$ cat src/rtl/ref_timer_pkg.sv
package ref_timer_pkg;
  localparam int unsigned REG_W = 16;
  localparam int unsigned ADDR_W = 5;

  typedef enum logic [ADDR_W-1:0] {
    OFS_MODE = 5'h00,
    OFS_REF  = 5'h04,
    OFS_CAP  = 5'h08,
    OFS_CNT  = 5'h0C,
    OFS_EVT  = 5'h11
  } reg_ofs_e;

  typedef enum logic [1:0] {
    SRC_OFF   = 2'd0,
    SRC_SYS   = 2'd1,
    SRC_SYS16 = 2'd2,
    SRC_RSV   = 2'd3
  } clk_src_e;

  function automatic logic src_supported(logic [1:0] src);
    return (src == SRC_SYS) || (src == SRC_SYS16);
  endfunction
endpackage

$ cat src/rtl/ref_timer_prescale.sv
module ref_timer_prescale #(
  parameter int unsigned PRE_W    = 8,
  parameter int unsigned DIV_LOG2 = 4
) (
  input  logic             clk_i,
  input  logic             rst_ni,
  input  logic             run_i,
  input  logic             restart_i,
  input  logic [PRE_W-1:0] pre_i,
  input  logic             div_en_i,
  output logic             tick_o
);
  localparam int unsigned PC_W = PRE_W + DIV_LOG2;

  logic [PC_W-1:0] pc_q, limit;
  logic at_end;

  // (pre+1)*2^DIV_LOG2 - 1 == {pre, all ones}
  generate
    if (DIV_LOG2 > 0) begin : g_div
      assign limit = div_en_i ? {pre_i, {DIV_LOG2{1'b1}}} : PC_W'(pre_i);
    end else begin : g_nodiv
      logic unused_div;
      assign unused_div = div_en_i;
      assign limit = pre_i;
    end
  endgenerate

  assign at_end = (pc_q == limit);
  assign tick_o = run_i && !restart_i && at_end;

  always_ff @(posedge clk_i or negedge rst_ni) begin
    if (!rst_ni)                            pc_q <= '0;
    else if (!run_i || restart_i || at_end) pc_q <= '0;
    else                                    pc_q <= pc_q + 1'b1;
  end

  assert_pc_in_range_R4: assert property (@(posedge clk_i) disable iff (!rst_ni)
    run_i |-> pc_q <= limit);
endmodule

$ cat src/rtl/ref_timer_count.sv
module ref_timer_count #(
  parameter int unsigned CNT_W = 16
) (
  input  logic             clk_i,
  input  logic             rst_ni,
  input  logic             run_i,
  input  logic             restart_i,
  input  logic             load_i,
  input  logic [CNT_W-1:0] load_val_i,
  input  logic             tick_i,
  input  logic [CNT_W-1:0] ref_i,
  output logic [CNT_W-1:0] cnt_o,
  output logic             match_o
);
  logic [CNT_W-1:0] cnt_q;
  logic hit;

  // zero reference behaves as full 2^CNT_W period
  assign hit     = tick_i && ((ref_i == '0) ? (cnt_q == '1) : (cnt_q == ref_i));
  assign match_o = run_i && !restart_i && !load_i && hit;
  assign cnt_o   = cnt_q;

  always_ff @(posedge clk_i or negedge rst_ni) begin
    if (!rst_ni)                 cnt_q <= '0;
    else if (!run_i || restart_i) cnt_q <= '0;
    else if (load_i)             cnt_q <= load_val_i;
    else if (hit)                cnt_q <= '0;
    else if (tick_i)             cnt_q <= cnt_q + 1'b1;
  end

  assert_idle_hold_R3: assert property (@(posedge clk_i) disable iff (!rst_ni)
    !run_i |=> cnt_q == '0);
  assert_tick_step_R4: assert property (@(posedge clk_i) disable iff (!rst_ni)
    (run_i && !restart_i && !load_i && tick_i && !match_o) |=>
      cnt_q == CNT_W'($past(cnt_q) + 1'b1));
  assert_match_wrap_R5: assert property (@(posedge clk_i) disable iff (!rst_ni)
    match_o |=> cnt_q == '0);
endmodule

$ cat src/rtl/ref_timer.sv
module ref_timer
  import ref_timer_pkg::*;
#(
  parameter int unsigned CNT_W    = 16,
  parameter int unsigned PRE_W    = 8,
  parameter int unsigned DIV_LOG2 = 4
) (
  input  logic              clk_i,
  input  logic              rst_ni,
  input  logic              wr_en_i,
  input  logic [ADDR_W-1:0] addr_i,
  input  logic [REG_W-1:0]  wr_data_i,
  output logic [REG_W-1:0]  rd_data_o,
  output logic              irq_o
);
  localparam int unsigned PRE_LSB = REG_W - PRE_W;

  logic [REG_W-1:0] mode_q, cap_q;
  logic [CNT_W-1:0] ref_q, cnt;
  logic [1:0]       evt_q, evt_clr;
  logic wr_mode, wr_ref, wr_cap, wr_cnt, wr_evt;
  logic run, tick, match, soft_rst;

  assign wr_mode = wr_en_i && (addr_i == OFS_MODE);
  assign wr_ref  = wr_en_i && (addr_i == OFS_REF);
  assign wr_cap  = wr_en_i && (addr_i == OFS_CAP);
  assign wr_cnt  = wr_en_i && (addr_i == OFS_CNT);
  assign wr_evt  = wr_en_i && (addr_i == OFS_EVT);

  assign run      = mode_q[0] && src_supported(mode_q[2:1]);
  assign soft_rst = wr_mode && mode_q[0] && !wr_data_i[0];
  assign evt_clr  = wr_evt ? wr_data_i[1:0] : 2'b00;

  always_ff @(posedge clk_i or negedge rst_ni) begin
    if (!rst_ni) begin
      mode_q <= '0;
      ref_q  <= '0;
      cap_q  <= '0;
      evt_q  <= '0;
    end else begin
      if (wr_mode) mode_q <= wr_data_i;
      if (soft_rst)    ref_q <= '0;
      else if (wr_ref) ref_q <= CNT_W'(wr_data_i);
      if (wr_cap) cap_q <= wr_data_i;
      evt_q <= (evt_q & ~evt_clr) | {match, 1'b0};
    end
  end

  ref_timer_prescale #(.PRE_W(PRE_W), .DIV_LOG2(DIV_LOG2)) u_pre (
    .clk_i    (clk_i),
    .rst_ni   (rst_ni),
    .run_i    (run),
    .restart_i(wr_mode || wr_ref || wr_cnt),
    .pre_i    (mode_q[REG_W-1:PRE_LSB]),
    .div_en_i (mode_q[2:1] == SRC_SYS16),
    .tick_o   (tick)
  );

  ref_timer_count #(.CNT_W(CNT_W)) u_cnt (
    .clk_i     (clk_i),
    .rst_ni    (rst_ni),
    .run_i     (run),
    .restart_i (wr_mode || wr_ref),
    .load_i    (wr_cnt),
    .load_val_i(CNT_W'(wr_data_i)),
    .tick_i    (tick),
    .ref_i     (ref_q),
    .cnt_o     (cnt),
    .match_o   (match)
  );

  assign irq_o = mode_q[4] && evt_q[1];

  always_comb begin
    case (addr_i)
      OFS_MODE: rd_data_o = mode_q;
      OFS_REF:  rd_data_o = REG_W'(ref_q);
      OFS_CAP:  rd_data_o = cap_q;
      OFS_CNT:  rd_data_o = REG_W'(cnt);
      OFS_EVT:  rd_data_o = REG_W'(evt_q);
      default:  rd_data_o = '0;
    endcase
  end

  assert_flag_after_tick_R5: assert property (@(posedge clk_i) disable iff (!rst_ni)
    $rose(evt_q[1]) |-> $past(tick));
  assert_soft_reset_R9: assert property (@(posedge clk_i) disable iff (!rst_ni)
    soft_rst |=> ref_q == '0);
  assert_evt_clear_R10: assert property (@(posedge clk_i) disable iff (!rst_ni)
    (wr_evt && wr_data_i[1] && !match) |=> !evt_q[1]);
endmodule

$ cat config.mk
export PLATFORM = sky130hd
export DESIGN_NAME = ref_timer
export DESIGN_NICKNAME = d
export VERILOG_FILES = /design/src/rtl/ref_timer_pkg.sv /design/src/rtl/ref_timer_prescale.sv /design/src/rtl/ref_timer_count.sv /design/src/rtl/ref_timer.sv
export SDC_FILE = /design/constraint.sdc
export NUM_CORES = 1
export LEC_CHECK = 0
export BUFFER_PORTS_ARGS = -buffer_cell sky130_fd_sc_hd__buf_2
export CAP_MARGIN = 5
export CORE_ASPECT_RATIO = 0.7
export CORE_UTILIZATION = 55
export CTS_CLUSTER_SIZE = 12
export DETAILED_ROUTE_END_ITERATION = 6
export PLACE_DENSITY = 0.77
export SYNTH_ARGS = -nofsm -noshare
export SYNTH_HDL_FRONTEND = slang
export SYNTH_SLANG_ARGS = --single-unit
$ cat constraint.sdc
create_clock -name clk_i -period 2.5 [get_ports clk_i]
set_input_delay 0 -clock clk_i [delete_from_list [all_inputs] [get_ports clk_i]]
set_output_delay 0 -clock clk_i [all_outputs]
set_load 0.02 [all_outputs]
# After elaboration in Yosys (flattened, before gate mapping)
# Cells that the tools add are included.
[word_totals] reg_bits=78 latchBits=0 ramBits=0 rom_bits=0 input_bits=24 out_inout_bits=17 wordCells=61 n_memories=0
[classes] add_sub_neg=2 multipliers=0 div=0 n_lt_le_gt_ge=0 n_eq_ne=9 shift=0 n_mux=11 n_bitwise=3 reduce_logical=30
[ops] cell="$mux W16" count=6
[ops] cell="$pmux W16 S5" count=1
[ops] cell="$mux W12" count=2
[ops] cell="$add A16 B1 Y16 const B" count=1
[ops] cell="$eq A16 B16 Y1" count=1
[ops] cell="$eq A16 B16 Y1 const B" count=1
[ops] cell="$logic_not A16 Y1" count=1
[ops] cell="$logic_and A1 B1 Y1" count=15
[ops] cell="$add A12 B1 Y12 const B" count=1
[ops] cell="$eq A12 B12 Y1" count=1
[ops] cell="$eq A5 B4 Y1 const B" count=2
[ops] cell="$logic_or A1 B1 Y1" count=6
[ops] cell="$eq A5 B3 Y1 const B" count=1
[ops] cell="$eq A5 B5 Y1 const B" count=1
[ops] cell="$logic_not A1 Y1" count=5
[ops] cell="$logic_not A5 Y1" count=1
[ops] cell="$reduce_bool A4 Y1" count=1
[ops] cell="$and A2 B2 Y2" count=1
[ops] cell="$eq A2 B1 Y1 const B" count=1
[ops] cell="$eq A2 B2 Y1 const B" count=1
[ops] cell="$mux W2" count=1
[ops] cell="$not A2 Y2" count=1
[ops] cell="$or A2 B2 Y2" count=1
[ops] cell="$reduce_bool A2 Y1" count=1
[ops] cell="$mux W1" count=1

# Depth between registers and ports, before layout
# Gate-level depths: netlist of the first run.
[logic_depth] word_depth=11 mapped_depth=13 ltp_nobuf=10

# Modules after synthesis
# Synthesis of the first run repeated with hierarchy kept, for this count alone.
[hier_totals] cells_unflattened=470 hier_area_um2=4860.9
[by_module_without_submodules] module="ref_timer" instances=1 cells_each=189 area_each_um2=2476.1
[by_module_without_submodules] module="ref_timer_count" instances=1 cells_each=182 area_each_um2=1473.9
[by_module_without_submodules] module="ref_timer_prescale" instances=1 cells_each=99 area_each_um2=910.9

# Worst setup path after synthesis of the first run
# Ideal clock, no wire load.
[synth_path] path_type="flip-flop to flip-flop" from="register mode_q[1]" to="register u_cnt.cnt_q[13] (netlist: u_cnt.cnt_o[13])" t_arrival_ps=2183 required_time_ps=2379 setup_slack_ps=195 path_stages_with_launch=13 synth_period_minus_slack_ps=2305 path_cell_list="dfrtp_1 inv_1 ha_1 buf_2 buf_6 nor4_1 a31oi_1 a211oi_2 nand4_2 buf_2 nor3_1 a21oi_1 a32o_1"
[synth_via] elab_chain_cells=9 word_cells_on_any_way=15 cone_classes="eq/ne (3); mux (4); reduce/logical (8)"
[synth_lines] item="start, declared" line="ref_timer.sv:18" rtl="logic [REG_W-1:0] mode_q, cap_q;"
[synth_lines] item="start signal, assigned" line="ref_timer.sv:41" rtl="if (wr_mode) mode_q <= wr_data_i;"
[synth_lines] item="branches (longest 9 deep; another with $mux W16)"
[synth_lines] item="end signal, assigned" line="ref_timer_count.sv:26" rtl="else if (load_i) cnt_q <= load_val_i;"
[synth_lines] item="end signal, assigned" line="ref_timer_count.sv:28" rtl="else if (tick_i) cnt_q <= cnt_q + 1'b1;"
[synth_lines] item="end, declared" line="ref_timer_count.sv:15" rtl="logic [CNT_W-1:0] cnt_q;"
# Several ways; the timed one is not identified.
# A chain may end at the register's enable or synchronous reset.

# Final worst setup path of the first run
[layout_path] from="register mode_q[1]" to="register u_cnt.cnt_q[14] (netlist: u_cnt.cnt_o[14])"
# Same word-level chain as after synthesis.

==> impl_metrics.tcl, run 1 <==
set metrics [dict create \
    synth_largest_area_cell "dfrtp_1" \
    async_reset_ff_share_pct 100.0 \
    cp_data_arrival_time_ns 2.68 \
    drc 0 \
    grt_max_degree 79 \
    vias_per_cell 6.509 \
    grt_pass1_vias 4448 \
    critical_path_class "reg -> reg" \
    dp_hpwl_um 10180 \
    place_inst 663 \
    ant_nets 0 \
    nNetsFinal 604 \
    initial_utilization_pct 56.98 \
    io_buffers 40 \
    avgSynthCellArea_um2 9.860 \
    core_um2 8513 \
    htree_levels 3 \
    p_per_area_nw_per_um2 663.7 \
    antenna_found_initial 0 \
    post-route-period-util_pct 98.49 \
    drt_iter0_markers 593 \
    slew_viol_final 0 \
    rsz0062_at_grt "true" \
    setup_tns_ns 0 \
    worst_pin_slew_ns 1.003 \
    netlist_top_cells_area "dfrtp_1 40%, mux2_2 7.7%, mux4_2 7.4%" \
    fin_skew_ns 0.004142 \
    status "completed" \
    syn_nets 519 \
    fmax_mhz 406.1 \
    ys_seq_elements 78 \
    synth_top_cell_area_share_pct 40.24 \
    insertion_delay_ns 0.34 \
    cts_tree "yes" \
    area_growth_pct 23.60 \
    numCtsBuffers 9 \
    holdWs_ns 0.09802 \
    die_height_um 80.58 \
    yosysSeqAreaShare_pct 40.24 \
    die-area_um2 9206 \
    vias 4569 \
    grt_pass1_wl_um 23390 \
    min-delay-path-class "in -> reg" \
    synthDistinctLibCells 56 \
    cp_max_fo 9 \
    die_x_um 114.3 \
    cts_max_path_buffers 2 \
    start_kind "flip-flop" \
    ys.flop_type "dfrtp_1" \
    fin_crit_ns 2.462 \
    rows 28 \
    syn_area_um2 4851 \
    routabilityCongestion 0.9729 \
    layout.cells.non_filler 702 \
    ys.warnings.count 0 \
    grt.overflow.total 0 \
    drtPass1Iterations 5 \
    syn_inst 492 \
    wire_per_inst_um 21.35 \
    slew_headroom_pct 33.16 \
    ios 41 \
    power.leakage_nw 2.724 \
    peakVddDrop_mv 0.5555 \
    numClockSinks 78 \
    grt_usage_pct 34.45 \
    synth_edf_count 0 \
    routed_wl_um 14990 \
    n_antenna_cell 0 \
    drive_gt1_share_pct 31.27 \
    cap_violations 0 \
    cp.required_ns 2.72 \
    yosys-top-cells-count "78 x dfrtp_1, 68 x nand2_1, 33 x mux2_2" \
    root_buffer "clkbuf_16" \
    critPathCaptureType "flip-flop" \
    setup_viol 0 \
    finalPower_mw 3.979 \
    clk_pin_slew_worst_paths_ns 0.06 \
    synth.most_common_cell "dfrtp_1" \
    hold_viol_final 0 \
]
-- stage by stage --
stage | instance area (µm²) | utilization [%] | setup WS (ns)
2_1_floorplan | 4851 | - | 0.1952
3_3_place_gp | 5403 | 63.46 | 0.06797
3_5_place_dp | 5403 | 63.46 | -0.06908
4_1_cts | 5899 | 69.30 | 0.02837
5_1_grt | 5996 | 70.43 | -0.04129
6_report | 5996 | 70.43 | 0.03776
-- final timing paths --
kind / startpoint / to / slack [ns] / depth (start not counted)
setup / recovery: mode_q[1] / u_cnt.cnt_o[14] / 0.04 / 10
hold / removal: addr_i[1] / evt_q[1] / 0.1 / 5
setup reg to reg: mode_q[1] / u_cnt.cnt_o[14] / 0.04 / 10
hold reg to reg: cap_q[1] / cap_q[1] / 0.51 / 1
max in group asynchronous: rst_ni / u_cnt.cnt_o[15] / 1.47 / 2
min in group asynchronous: rst_ni / u_pre.pc_q[7] / 0.34 / 2
-- critical path, cell delays in order, from the launching register on --
cell and delay [ns]:
dfrtp_1 0.38, inv_1 0.10, ha_4 0.23, mux2i_2 0.25
xnor2_1 0.11, a211oi_2 0.26, nand4_2 0.17, buf_4 0.19
nor3_1 0.23, xor2_1 0.11, a32o_1 0.30
-- repair_timing --
action,4_1_cts,5_1_grt
hold buffers,19,0
setup endpoints to repair,11,9
endpoints found under the hold margin,132,0
buffers inserted,0,4
resized for setup,2,14
pin swaps,0,10
-- logic make-up (layout without fill, tap and decap cells) --
group | Yosys count | count (layout) | share of synthesized area (%)
adders and majority gates | 3 | 3 | 0.7739
muxes | 53 | 53 | 15.91
AOI/OAI and AO/OA | 79 | 79 | 11.53
DFF | 78 | 78 | 40.24
and+or+nand+nor | 202 | 202 | 21.46
buffers and inverters | 45 | 135 | 4.307
xor gates and xnor gates | 32 | 32 | 5.778
-- registers in the layout (all words and copies together) (netlist names) --
register and cells:
u_pre.pc_q 12, evt_q 2, cap_q 16, ref_q 16, mode_q 16, u_cnt.cnt_o 16
-- cell type report --
class                      instances  area [µm²]
fill                             598        2517
clock inverter                     3       43.79
timing repair buffer             111       803.3
sequential                        78        1952
inverter                           8       30.03
multi-input combinational        369        2766
tap                              120       150.1
clock buffer                      13       250.2
-- cells in the final DEF (no fill, tap or decap), drive strengths merged, types with 3 or more instances in the layout --
cell type,instances
inv,8
a21oi,18
nand4,7
clkbuf,13
xnor2,13
nor4,18
and3,17
a32oi,11
o21bai,6
nor3,11
or2,3
a22oi,3
ha,3
a32o,3
dlygate4sd3,19
mux2,33
and2,17
nor2,27
dfrtp,78
mux4,16
a22o,4
xor2,19
nor3b,3
nand3,22
nand2,68
o21ai,17
o31ai,3
mux2i,4
buf,92
-- per-layer routing --
| layer | GRT usage, % | wire length [µm] | up-vias |
|---|---|---|---|
| met1 | 46.90 | 5858 | 2248 |
| met5 | 0 | 0 | - |
| li1 | - | - | 1965 |
| met3 | 9.585 | 1839 | 36 |
| met4 | 12.21 | 351 | 0 |
| met2 | 52.91 | 6936 | 320 |
-- power breakdown --
group          switching [mW]  total (mW)  leakage (nW)  internal, mW
clock                   0.519        1.32         0.144         0.802
sequential              0.153        1.57          1.03          1.42
combinational           0.543        1.08          1.55         0.541
(Power assumes the default switching activity.)
==> run 2: changes to the inputs <==
- CTS_BUF_LIST: unset -> sky130_fd_sc_hd__clkbuf_8
==> impl_metrics.tcl, run 2 (synthesis results as in run 1) <==
set metrics [dict create \
    area_growth_pct 21.36 \
    critical_path_class "reg -> reg" \
    worst_path_max_delay_cell "dfrtp_1" \
    cp_max_fo 9 \
    cap_violations 0 \
    peakVddDrop_mv 0.4502 \
    placed_cell_area_um2 5403 \
    hold_end "evt_q[1]" \
    critPathCaptureType "flip-flop" \
    hold_depth 5 \
    die_x_um 114.3 \
    worst_path_dominant_cell_family "compound AO/OA/AOI/OAI gates" \
    grt_pass1_vias 4405 \
    root_buffer "clkbuf_8" \
    cts_tree "yes" \
    fin_crit_ns 2.506 \
    cp.required_ns 2.76 \
    initial_utilization_pct 56.98 \
    min-delay-path-class "in -> reg" \
    grt_pass1_wl_um 23020 \
    routabilityCongestion 0.9729 \
    max_stage_delay_ns 0.38 \
    final_common_cell "dfrtp_1" \
    cp.buffers_inverters 2 \
    status "finished with violations" \
    setup_viol 1 \
    r2r_end "u_cnt.cnt_o[14]" \
    worst_pin_slew_ns 1.015 \
    nNetsFinal 605 \
    dp_slack_ns -0.06908 \
    ant_nets 0 \
    io_buffers 40 \
    vias 4547 \
    grt_usage_pct 34.00 \
    dp_hpwl_um 10180 \
    setup_ws_ns -0.006250 \
    fmax_mhz 399.0 \
    cp_data_arrival_time_ns 2.76 \
    fillers 612 \
    cts_max_path_buffers 2 \
    hold_viol_final 0 \
    drc 0 \
    cp_cell_sequence "inv_1 -> ha_4 -> mux2i_2 -> xnor2_1 -> a211oi_2 -> nand4_2 -> buf_4 -> nor3_1 -> xor2_1 -> a32o_1" \
    ios 41 \
    drtPass1Iterations 5 \
    slew_headroom_pct 32.37 \
    hold_start "addr_i[1]" \
    rows 28 \
    p_per_area_nw_per_um2 612.3 \
    regToRegSetupSlack_ns -0.006 \
    fin_area_um2 5887 \
    fin_util_pct 69.15 \
    power.leakage_nw 2.693 \
    n_antenna_cell 0 \
    die_height_um 80.58 \
    crit_path_start "mode_q[1]" \
    numCtsBuffers 9 \
    violations "setup timing" \
    slew_viol_final 0 \
    vias_per_cell 6.468 \
    clk_pin_slew_worst_paths_ns 0.08 \
    insertion_delay_ns 0.37 \
    post-route-period-util_pct 100.2 \
    htree_levels 3 \
    antenna_found_initial 0 \
    final_cell_mix "78 x dfrtp_1, 68 x nand2_1, 51 x buf_4" \
    start_kind "flip-flop" \
    wire_per_inst_um 20.88 \
    drt_iter0_markers 587 \
    fin_skew_ns 0.008493 \
    setup_tns_ns -0.006250 \
    die-area_um2 9206 \
    drive_gt1_share_pct 30.70 \
    reg2reg_from "mode_q[1]" \
    core_um2 8513 \
    rsz0062_at_grt "true" \
    grt.overflow.total 0 \
    numClockSinks 78 \
    grt_max_degree 79 \
    r2r_cells 10 \
    routed_wl_um 14680 \
]
run 2: changes by cell type in the layout (fill, tap and decap cells not counted), sizes merged:
cell	change
clkbuf	-3
inv	+3
buf	+1
run 2: timing repair:
action,in CTS,in global routing
pin swaps,0,10
setup buffers,0,5
resized for setup,2,10
endpoints found under the hold margin,143,0
hold buffers,19,0
setup endpoints to repair,5,11
run 2: final cells by class:
| type | count | area [µm²] | area share, % |
|---|---|---|---|
| clock buffer | 10 | 137.6 | 2.338 |
| clock inverter | 6 | 55.05 | 0.9352 |
| inverter | 8 | 30.03 | 0.5101 |
| multi-input combinational | 369 | 2751 | 46.74 |
| sequential | 78 | 1952 | 33.16 |
| tap | 120 | 150.1 | 2.550 |
| timing repair buffer | 112 | 810.8 | 13.77 |
run 2: report_power, final:
part           leakage (nW)  internal, mW  switching [mW]
combinational          1.55         0.539           0.542
sequential             1.03          1.42           0.149
clock                 0.110         0.478           0.479
run 2: stage by stage:
stage,std cells,hold slack [ns],power [mW]
6_report,703,0.06932,3.605
5_1_grt,703,0.1296,3.759
4_1_cts,698,0.04152,3.542
3_5_place_dp,663,0.2222,2.556
3_3_place_gp,663,0.2155,2.509
2_1_floorplan,492,-0.2956,2.178
run 2: how the worst max path moves through the flow:
stage                           end  slack [ns]  cells after the start
floorplan           u_cnt.cnt_o[13]        0.20                     12
global placement    u_cnt.cnt_o[12]        0.07                     11
detailed placement  u_cnt.cnt_o[12]       -0.07                     11
CTS                 u_cnt.cnt_o[12]        0.06                     11
global route        u_cnt.cnt_o[14]       -0.07                      8
finish              u_cnt.cnt_o[14]      -0.006                     10
run 2: worst min-delay path, cell delays in order:
cell     delay [ns]
buf_2          0.10
nor4_1         0.09
nand3_1        0.09
nand2_1        0.06
nand2_1        0.06
run 2: routing by layer:
layer | global-route usage, % | vias up | part of all wire (%) | wire length, µm
met5 | 0 | - | 0 | 0
met2 | 52.18 | 275 | 46 | 6696
li1 | - | 1963 | - | -
met1 | 46.15 | 2254 | 41 | 6017
met3 | 9.887 | 55 | 11 | 1602
met4 | 11.82 | 0 | 2.5 | 362
==> run 3: changes to the inputs <==
- SKIP_CTS_REPAIR_TIMING: unset -> 1
- SYNTH_HIERARCHICAL: unset -> 1
==> impl_metrics.tcl, run 3 <==
set metrics [dict create \
    syn_nets 497 \
    ant_nets 0 \
    drtPass1Iterations 5 \
    vias 4464 \
    nNetsFinal 599 \
    routed_wl_um 14090 \
    syn_area_um2 4861 \
    synth_top_family_by_area "compound AO/OA/AOI/OAI gates" \
    n_antenna_cell 0 \
    drc 0 \
    netlist_top_cells_area "dfrtp_1 40%, mux2_2 7.4%, mux2i_1 7.2%" \
    dp_hpwl_um 9510 \
    initial_utilization_pct 57.10 \
    vias_per_cell 6.414 \
    clk_pin_slew_worst_paths_ns 0.08 \
    grt_pass1_vias 4113 \
    cts_max_path_buffers 2 \
    status "finished with violations" \
    synthDistinctLibCells 60 \
    grtUsageMet3_pct 6.642 \
    synth_top_cell_area_share_pct 40.15 \
    cp.required_ns 2.75 \
    slew_headroom_pct 31.78 \
    root_buffer "clkbuf_8" \
    cp_data_arrival_time_ns 3.34 \
    setup_ws_ns -0.5871 \
    synth_mux_area_share_pct 14.62 \
    grt_pass1_wl_um 21560 \
    dp_slack_ns -0.4816 \
    placed_cell_area_um2 5519 \
    fillers 612 \
    die_x_um 114.4 \
    wire_per_inst_um 20.25 \
    p_per_area_nw_per_um2 628.2 \
    cp_cell_sequence "inv_2 -> ha_4 -> buf_12 -> nor2_1 -> a211oi_1 -> o21ai_0 -> a211oi_2 -> and3_4 -> o221ai_2 -> a211oi_2 -> a41oi_4 -> and2_4 -> a221o_1" \
    worst_path_max_delay_cell "dfrtp_1" \
    violations "setup timing" \
    yosys.area_share.simple_pct 16.47 \
    final_cell_mix "78 x dfrtp_1, 56 x buf_4, 39 x buf_2" \
    fin_crit_ns 3.087 \
    fmax_mhz 323.9 \
    numCtsBuffers 9 \
    htree_levels 3 \
    critPathCaptureType "flip-flop" \
    post-route-period-util_pct 123.5 \
    grt_usage_pct 31.44 \
    cp.buffers_inverters 2 \
    grt.busiest_layer "met2" \
    core_um2 8513 \
    holdWs_ns 0.07880 \
    antenna_found_initial 0 \
    grt_util_met2_pct 47.03 \
    final_common_cell "dfrtp_1" \
    cap_violations 0 \
    yosysSeqAreaShare_pct 40.15 \
    slew_viol_final 0 \
    rsz0062_at_grt "true" \
    synth_compound_area_share_pct 18.92 \
    yosys.area_share.adder_pct 0.7722 \
    min-delay-path-class "in -> reg" \
    ys.flop_type "dfrtp_1" \
    routabilityCongestion 0.8989 \
    synth-xor-area-share_pct 3.964 \
    power.leakage_nw 2.671 \
    insertion_delay_ns 0.37 \
    grt.overflow.total 0 \
    area_growth_pct 25.33 \
    drive_gt1_share_pct 33.68 \
    worst_path_dominant_cell_family "compound AO/OA/AOI/OAI gates" \
    ios 41 \
    yosys-top-cells-count "78 x dfrtp_1, 35 x mux2i_1, 32 x mux2_2" \
    rows 28 \
    fin_util_pct 71.56 \
    hold_viol_final 0 \
    die-area_um2 9224 \
    syn_inst 470 \
    fin_skew_ns 0.01437 \
    fin_area_um2 6092 \
    avgSynthCellArea_um2 10.34 \
    async_reset_ff_share_pct 100.0 \
    max_stage_delay_ns 0.40 \
    synth_largest_area_cell "dfrtp_1" \
    synth_edf_count 0 \
    ys_seq_elements 78 \
    peakVddDrop_mv 0.3872 \
    die_height_um 80.66 \
    crit_path_frequent_cell "a211oi_2" \
    numClockSinks 78 \
    io_buffers 40 \
    setup_viol 17 \
    drt_iter0_markers 449 \
    cts_tree "yes" \
    start_kind "flip-flop" \
    use_met1_pct 45.82 \
    cp_max_fo 9 \
    grt_max_degree 79 \
    synth.most_common_cell "dfrtp_1" \
    worst_pin_slew_ns 1.023 \
    ys.warnings.count 6 \
    critical_path_class "reg -> reg" \
]
## run 3: cell count changes in the layout (fill, tap and decap cells not counted), moves of 14 or more
cell     delta
nand2_1    -39
xor2_1     -14
mux2i_1    +30
mux4_2     -16
o22ai_1    +18
## run 3: final timing paths
check                           startpoint              to  slack (ns)  depth (start not counted)
max in group asynchronous           rst_ni       mode_q[3]        1.49                          2
worst max register to register   mode_q[1]  u_cnt/cnt_o[6]       -0.59                         13
worst max-delay path             mode_q[1]  u_cnt/cnt_o[6]       -0.59                         13
worst min register to register    cap_q[0]        cap_q[0]        0.51                          1
worst min-delay path             addr_i[3]        evt_q[1]        0.08                          3
min in group asynchronous           rst_ni      mode_q[14]        0.35                          2
## run 3: report_power, final
group | internal (mW) | total [mW] | switching (mW)
Sequential | 1.42 | 1.56 | 0.142
Clock | 0.476 | 0.950 | 0.474
Combinational | 0.663 | 1.32 | 0.654
## run 3: kinds of logic after synthesis
kind of cell,count (synthesis)
XOR/XNOR,22
AO/OA/AOI/OAI,118
AND/OR/NAND/NOR,134
adder cells (fa/ha/maj),3
flip-flops,78
multiplexers,67
buffers and inverters,48
## run 3: stage by stage
stage,std cells,setup TNS [ns],total power [mW]
final,696,-8.620,3.827
after global routing,696,-9.520,3.990
after CTS,675,-7.057,3.662
after detailed placement,660,-6.832,2.726
after global placement,660,-5.672,2.670
after floorplan,470,-6.050,2.252
## run 3: layout make-up
cell class | instances | area (µm²) | area share [%]
Clock buffer | 10 | 137.6 | 2.259
Clock inverter | 5 | 51.30 | 0.8421
Inverter | 19 | 71.32 | 1.171
Multi-Input combinational cell | 344 | 2824 | 46.35
Sequential cell | 78 | 1952 | 32.04
Tap cell | 120 | 150.1 | 2.465
Timing Repair Buffer | 120 | 905.9 | 14.87
## run 3: worst min-delay path, stage by stage
cell	delay, ns
buf_2	0.14
nor4_1	0.10
a21oi_1	0.15
## run 3: per-layer routing
layer / vias up / part of all wire [%]
li1: 1985 / -
met1: 2205 / 46
met2: 249 / 44
met3: 25 / 8.2
met4: 0 / 1.7
met5: - / 0
